==> src/rtl/spi_wake_pkg.sv <==
package spi_wake_pkg;
  localparam logic [7:0] ADDR_CFG  = 8'h00;
  localparam logic [7:0] ADDR_DLY  = 8'h01;
  localparam logic [7:0] ADDR_STAT = 8'h02;
  localparam logic [7:0] ADDR_ID   = 8'h14;

  localparam int BIT_W32  = 0;
  localparam int BIT_BE   = 1;
  localparam int BIT_EDGE = 4;
  localparam int BIT_POL  = 5;
  localparam int BIT_WAKE = 7;

  typedef struct packed {
    logic wake;
    logic pol;
    logic same_edge;
    logic big_endian;
    logic word32;
  } cfg_t;

  localparam cfg_t CFG_RESET = '{wake: 1'b0, pol: 1'b1, same_edge: 1'b1,
                                 big_endian: 1'b0, word32: 1'b0};

  function automatic logic [7:0] cfg_to_byte(cfg_t c);
    logic [7:0] b;
    b = '0;
    b[BIT_W32]  = c.word32;
    b[BIT_BE]   = c.big_endian;
    b[BIT_EDGE] = c.same_edge;
    b[BIT_POL]  = c.pol;
    b[BIT_WAKE] = c.wake;
    return b;
  endfunction

  function automatic cfg_t byte_to_cfg(logic [7:0] b);
    cfg_t c;
    c.word32     = b[BIT_W32];
    c.big_endian = b[BIT_BE];
    c.same_edge  = b[BIT_EDGE];
    c.pol        = b[BIT_POL];
    c.wake       = b[BIT_WAKE];
    return c;
  endfunction
endpackage

==> src/rtl/spi_cfg_regs.sv <==
module spi_cfg_regs
  import spi_wake_pkg::*;
#(
  parameter int DATA_W = 8,
  parameter logic [DATA_W-1:0] DLY_RESET = 8'h04
) (
  input  logic              clk,
  input  logic              rst,
  input  logic              wr_cfg,
  input  logic              wr_dly,
  input  logic [DATA_W-1:0] wdata,
  output cfg_t              cfg_q,
  output cfg_t              cfg_next,
  output logic [DATA_W-1:0] dly_q
);
  always_comb begin
    cfg_next = cfg_q;
    if (wr_cfg) cfg_next = byte_to_cfg(wdata[7:0]);
  end

  always_ff @(posedge clk) begin
    if (rst) begin
      cfg_q <= CFG_RESET;
      dly_q <= DLY_RESET;
    end else begin
      cfg_q <= cfg_next;
      if (wr_dly) dly_q <= wdata;
    end
  end
endmodule

==> src/rtl/spi_wake_ctrl.sv <==
module spi_wake_ctrl (
  input  logic clk,
  input  logic rst,
  input  logic wr_cfg,
  input  logic wake_val,
  input  logic clr_pend,
  input  logic clk_ready,
  input  logic pol_next,
  output logic clk_req,
  output logic pend,
  output logic irq
);
  logic done;
  logic req_n;
  logic pend_n;

  assign done = clk_req & clk_ready;

  always_comb begin
    req_n = clk_req & ~clk_ready;
    if (wr_cfg) req_n = wake_val;
    pend_n = pend;
    if (clr_pend) pend_n = 1'b0;
    if (done)     pend_n = 1'b1;
  end

  always_ff @(posedge clk) begin
    if (rst) begin
      clk_req <= 1'b0;
      pend    <= 1'b0;
      irq     <= 1'b0;
    end else begin
      clk_req <= req_n;
      pend    <= pend_n;
      irq     <= pol_next ? pend_n : ~pend_n;
    end
  end
endmodule

==> src/rtl/spi_rd_mux.sv <==
module spi_rd_mux
  import spi_wake_pkg::*;
#(
  parameter int ADDR_W = 8,
  parameter int DATA_W = 8,
  parameter logic [DATA_W-1:0] ID_BYTE = 8'hA5
) (
  input  logic              clk,
  input  logic              rst,
  input  logic              rd_en,
  input  logic [ADDR_W-1:0] addr,
  input  cfg_t              cfg,
  input  logic [DATA_W-1:0] dly,
  input  logic              pend,
  output logic [DATA_W-1:0] rdata
);
  logic [DATA_W-1:0] sel;

  always_comb begin
    sel = '0;
    if (addr == ADDR_W'(ADDR_CFG))       sel = cfg_to_byte(cfg);
    else if (addr == ADDR_W'(ADDR_DLY))  sel = dly;
    else if (addr == ADDR_W'(ADDR_STAT)) sel = {{(DATA_W-1){1'b0}}, pend};
    else if (addr == ADDR_W'(ADDR_ID))   sel = ID_BYTE;
  end

  always_ff @(posedge clk) begin
    if (rst)        rdata <= '0;
    else if (rd_en) rdata <= sel;
  end
endmodule

==> src/rtl/spi_wake_cfg.sv <==
module spi_wake_cfg
  import spi_wake_pkg::*;
#(
  parameter int ADDR_W = 8,
  parameter logic [7:0] ID_BYTE = 8'hA5,
  parameter logic [7:0] DLY_RESET = 8'h04
) (
  input  logic              clk,
  input  logic              rst,
  input  logic              reg_wr_en,
  input  logic              reg_rd_en,
  input  logic [ADDR_W-1:0] reg_addr,
  input  logic [7:0]        reg_wdata,
  output logic [7:0]        reg_rdata,
  input  logic              clk_ready,
  output logic              clk_req,
  output logic              host_irq,
  output logic              cfg_word32,
  output logic              cfg_big_endian,
  output logic              cfg_same_edge,
  output logic [7:0]        cfg_resp_delay
);
  logic wr_cfg, wr_dly, wr_stat;
  cfg_t cfg_q, cfg_next;
  logic [7:0] dly_q;
  logic pend_q;

  assign wr_cfg  = reg_wr_en && (reg_addr == ADDR_W'(ADDR_CFG));
  assign wr_dly  = reg_wr_en && (reg_addr == ADDR_W'(ADDR_DLY));
  assign wr_stat = reg_wr_en && (reg_addr == ADDR_W'(ADDR_STAT));

  spi_cfg_regs #(.DATA_W(8), .DLY_RESET(DLY_RESET)) u_regs (
    .clk(clk), .rst(rst), .wr_cfg(wr_cfg), .wr_dly(wr_dly),
    .wdata(reg_wdata), .cfg_q(cfg_q), .cfg_next(cfg_next), .dly_q(dly_q)
  );

  spi_wake_ctrl u_wake (
    .clk(clk), .rst(rst), .wr_cfg(wr_cfg), .wake_val(reg_wdata[BIT_WAKE]),
    .clr_pend(wr_stat && reg_wdata[0]), .clk_ready(clk_ready),
    .pol_next(cfg_next.pol), .clk_req(clk_req), .pend(pend_q), .irq(host_irq)
  );

  spi_rd_mux #(.ADDR_W(ADDR_W), .DATA_W(8), .ID_BYTE(ID_BYTE)) u_rd (
    .clk(clk), .rst(rst), .rd_en(reg_rd_en), .addr(reg_addr),
    .cfg(cfg_q), .dly(dly_q), .pend(pend_q), .rdata(reg_rdata)
  );

  assign cfg_word32     = cfg_q.word32;
  assign cfg_big_endian = cfg_q.big_endian;
  assign cfg_same_edge  = cfg_q.same_edge;
  assign cfg_resp_delay = dly_q;
endmodule

==> config.mk <==
export PLATFORM = sky130hd
export DESIGN_NAME = spi_wake_cfg
export DESIGN_NICKNAME = d
export VERILOG_FILES = /design/src/rtl/spi_wake_pkg.sv /design/src/rtl/spi_cfg_regs.sv /design/src/rtl/spi_wake_ctrl.sv /design/src/rtl/spi_rd_mux.sv /design/src/rtl/spi_wake_cfg.sv
export SDC_FILE = /design/constraint.sdc
export NUM_CORES = 1
export LEC_CHECK = 0
export CAP_MARGIN = 0
export CORE_UTILIZATION = 55
export CTS_CLUSTER_DIAMETER = 200
export DETAILED_ROUTE_END_ITERATION = 16
export DONT_BUFFER_PORTS = 1
export PLACE_DENSITY = 0.7
export SYNTH_ARGS = -nofsm -noshare
export SYNTH_HDL_FRONTEND = slang
export SYNTH_SLANG_ARGS = --single-unit
==> constraint.sdc <==
create_clock -name clk -period 1.7 [get_ports clk]
set_input_delay 0.17 -clock clk [delete_from_list [all_inputs] [get_ports clk]]
set_output_delay 0.17 -clock clk [all_outputs]
set_load 0.01 [all_outputs]
==> run summary <==
Wire length on met3: 228 um
Clk slew on worst S/H paths: 0.13 ns
Status: completed
Rows: 15
Yosys cell types: 34
First-pass GRT wire length: 3.83 mm
Pin count of the biggest net entering global routing: 22
Leak: 0.535 nW
Critical Path Fanout Max: 21
Register area share after synthesis: 43.8%
Cell Chain, Critical Path: dlygate4sd3_1 -> nor2_1
CTS tree: done
Max-slew headroom: 49.2%
Vias in the first global route: 868
Clock H-tree levels: 1
Hold path depth: 2
Tcrit/Tclk final: 67.9%
PnR worst setup slack: 0.546 ns
Highest metal used: met4
Gr usage total: 24.9%
Critical Path Source Type: primary input
Post-synth top area share: 43.8%
Worst Path Buf+Inv: 1
Ys Warns: 0
Core footprint: 1800 um2
Die area: 2180 um2
Final setup skew: 0.000866 ns
Grt ovf: 0
Final wirelength: 2.59 mm
Area Growth Syn to Fin: 15.6%
Minimum clock period: 1.15 ns
Dpl ws: 0.349 ns
Worst r2r dst: u_rd.rdata[0]
Hold_sp: reg_rd_en
Routability cong.: 0.861
Detailed placement HPWL: 1.76 mm
RR Startpoint: u_regs.cfg_q[0]
Ant diodes: 0
Post-Syn Nets: 140
Data arrival, critical path: 1.33 ns
Worst path required time: 1.88 ns
Max-cap viol count: 0
Slowest stage cell, crit path: dlygate4sd3_1
Final net count: 152
DR WL/cell: 16.7 um
Fmax: 867 MHz
Die Ht: 46.7 um
Setup Crit Path Kind: in2reg
Clock buffer depth: 2
Post-CTS setup repair buffer count: 0
Initial antenna violation count: 0
Delay-heaviest family, CP: buffers and inverters
DRT met1 WL: 1.09 mm
Final Setup Violations: 0
Drt pass-1 iters: 4
Flops & latches, synth: 24
Top Ports: 42
Met2 WL: 1.27 mm
Die Width: 46.7 um
Initial Util: 60.9%
Vias: 970
Hold endpoint: u_rd.rdata[4]
CTS root buf: clkbuf_4
Antenna Nets Post-Route: 0
Avg Inst Size Synth: 9.22 um2
CP endpoint kind: flip-flop
Area leader, netlist: dfxtp_1
Worst path max stage delay: 1.03 ns
Mapped Cells: 119
Vias per std cell: 6.26
Worst Reg-to-Reg Cells: 3
Synth top area cells: dfxtp_1 44%, mux2i_1 9.1%, nand2b_1 5.1%
Worst Hold Class: in2reg
Setup TNS Final: 0 ns
Worst vdd ir: 0.481 mV
R2r setup slk: 0.55 ns
Slew @ Worst Pin: 0.760 ns
RSZ-0062 raised after global routing: no
Post-Synthesis Cell Area: 1100 um2
Sink Count: 24
Layout cells sized above 1: 11.5%
Max-slew violation count: 0
DRC violations left: 0
Hold Vio Cnt, Final: 0
PD cells: 816 nW/um2
Cts bufs inserted: 3
Clock latency at the later pin of the worst-skew pair: 0.31 ns
1st-iter DRT viols: 25
IO Port Bufs: 0
==> timing repair <==
action                    CTS  global route
hold endpoints to repair   21             5
hold buffers                5             4
resized for setup           0             0
==> cell usage after synthesis, drive strengths merged <==
cell	n
a21o	2
nand4	3
nor2b	1
mux2i	10
nor3	1
a211o	1
inv	4
mux2	2
a211oi	1
a21oi	11
or4	1
o311ai	2
a22oi	1
clkbuf	2
or2	2
nand4b	1
buf	2
dfxtp	24
a2bb2oi	1
o22ai	1
nor4	1
or3	1
nand2	6
o21ai	3
nor3b	1
or3b	1
nand3b	3
nor2	13
nand2b	9
a2111oi	1
nand3	7
==> flip-flops by register name, indices dropped and copies added, names as in the netlist <==
signal and cells:
u_wake.clk_req 1, u_regs.cfg_q 5, u_regs.dly_q 8, u_wake.irq 1
u_rd.rdata 8, u_wake.pend 1
==> through the flow <==
step	power (mW)	cells	utilization, %	area, um2	hold WS [ns]
finish	1.04	155	70.4	1270	0.00450
global route	1.08	155	70.4	1270	0.00152
CTS	1.03	151	68.2	1230	0.000277
detailed placement	0.614	142	62.5	1130	0.244
global placement	0.614	142	62.5	1130	0.242
floorplan	0.620	119	-	1100	0.271
==> metal layers <==
layer,vias up,global-route usage [%]
met5,-,0
met4,0,4.00
met3,2,7.45
met2,52,38.9
met1,464,34.2
li1,452,-
==> power breakdown <==
group | total (mW) | switching, mW | internal [mW]
Combinational | 0.0630 | 0.0291 | 0.0339
Sequential | 0.565 | 0.00144 | 0.564
Clock | 0.408 | 0.169 | 0.238
Total | 1.04 | 0.200 | 0.836
==> kinds of logic (layout without fill, tap and decap cells) <==
group | after synthesis | count (layout) | synth area share (%)
AO/OA/AOI/OAI | 24 | 24 | 14.3
multiplexers | 12 | 12 | 11.2
flip-flops | 24 | 24 | 43.8
AND/OR/NAND/NOR | 51 | 51 | 27.8
buffers and inverters | 8 | 19 | 2.96
==> cells in the final DEF (no fill, tap or decap), drive strengths merged <==
| cell type | count |
|---|---|
| dfxtp | 24 |
| nor2 | 13 |
| a21oi | 11 |
| mux2i | 10 |
| nand2b | 9 |
| dlygate4sd3 | 9 |
| nand3 | 7 |
| nand2 | 6 |
| inv | 4 |
| nand3b | 3 |
| clkbuf | 3 |
| o21ai | 3 |
| nand4 | 3 |
| or2 | 2 |
| a21o | 2 |
| o311ai | 2 |
| mux2 | 2 |
| buf | 2 |
| nor2b | 1 |
| or4 | 1 |
| or3 | 1 |
| nor4 | 1 |
| nor3 | 1 |
| nand4b | 1 |
| a22oi | 1 |
| or3b | 1 |
| a211oi | 1 |
| a211o | 1 |
| o22ai | 1 |
| a2111oi | 1 |
| a2bb2oi | 1 |
| nor3b | 1 |
| bufinv | 1 |
==> final cells by class <==
type                            count  area (um2)
Clock buffer                        3        22.5
Clock inverter                      1        30.0
Fill cell                         145         533
Inverter                            4        15.0
Multi-Input combinational cell     87         584
Sequential cell                    24         480
Tap cell                           25        31.3
Timing Repair Buffer               11         105
==> how the worst max path moves through the flow <==
stage | startpoint | endpoint | depth (start not counted)
floorplan | reg_addr[3] | u_rd.rdata[0] | 4
global placement | reg_addr[3] | u_wake.irq | 4
detailed placement | reg_addr[3] | u_regs.dly_q[4] | 5
CTS | u_regs.cfg_q[0] | u_rd.rdata[0] | 3
global route | u_regs.cfg_q[0] | u_rd.rdata[0] | 3
finish | rst | u_regs.dly_q[5] | 2
Note: power is estimated with default switching activity, not from simulation.
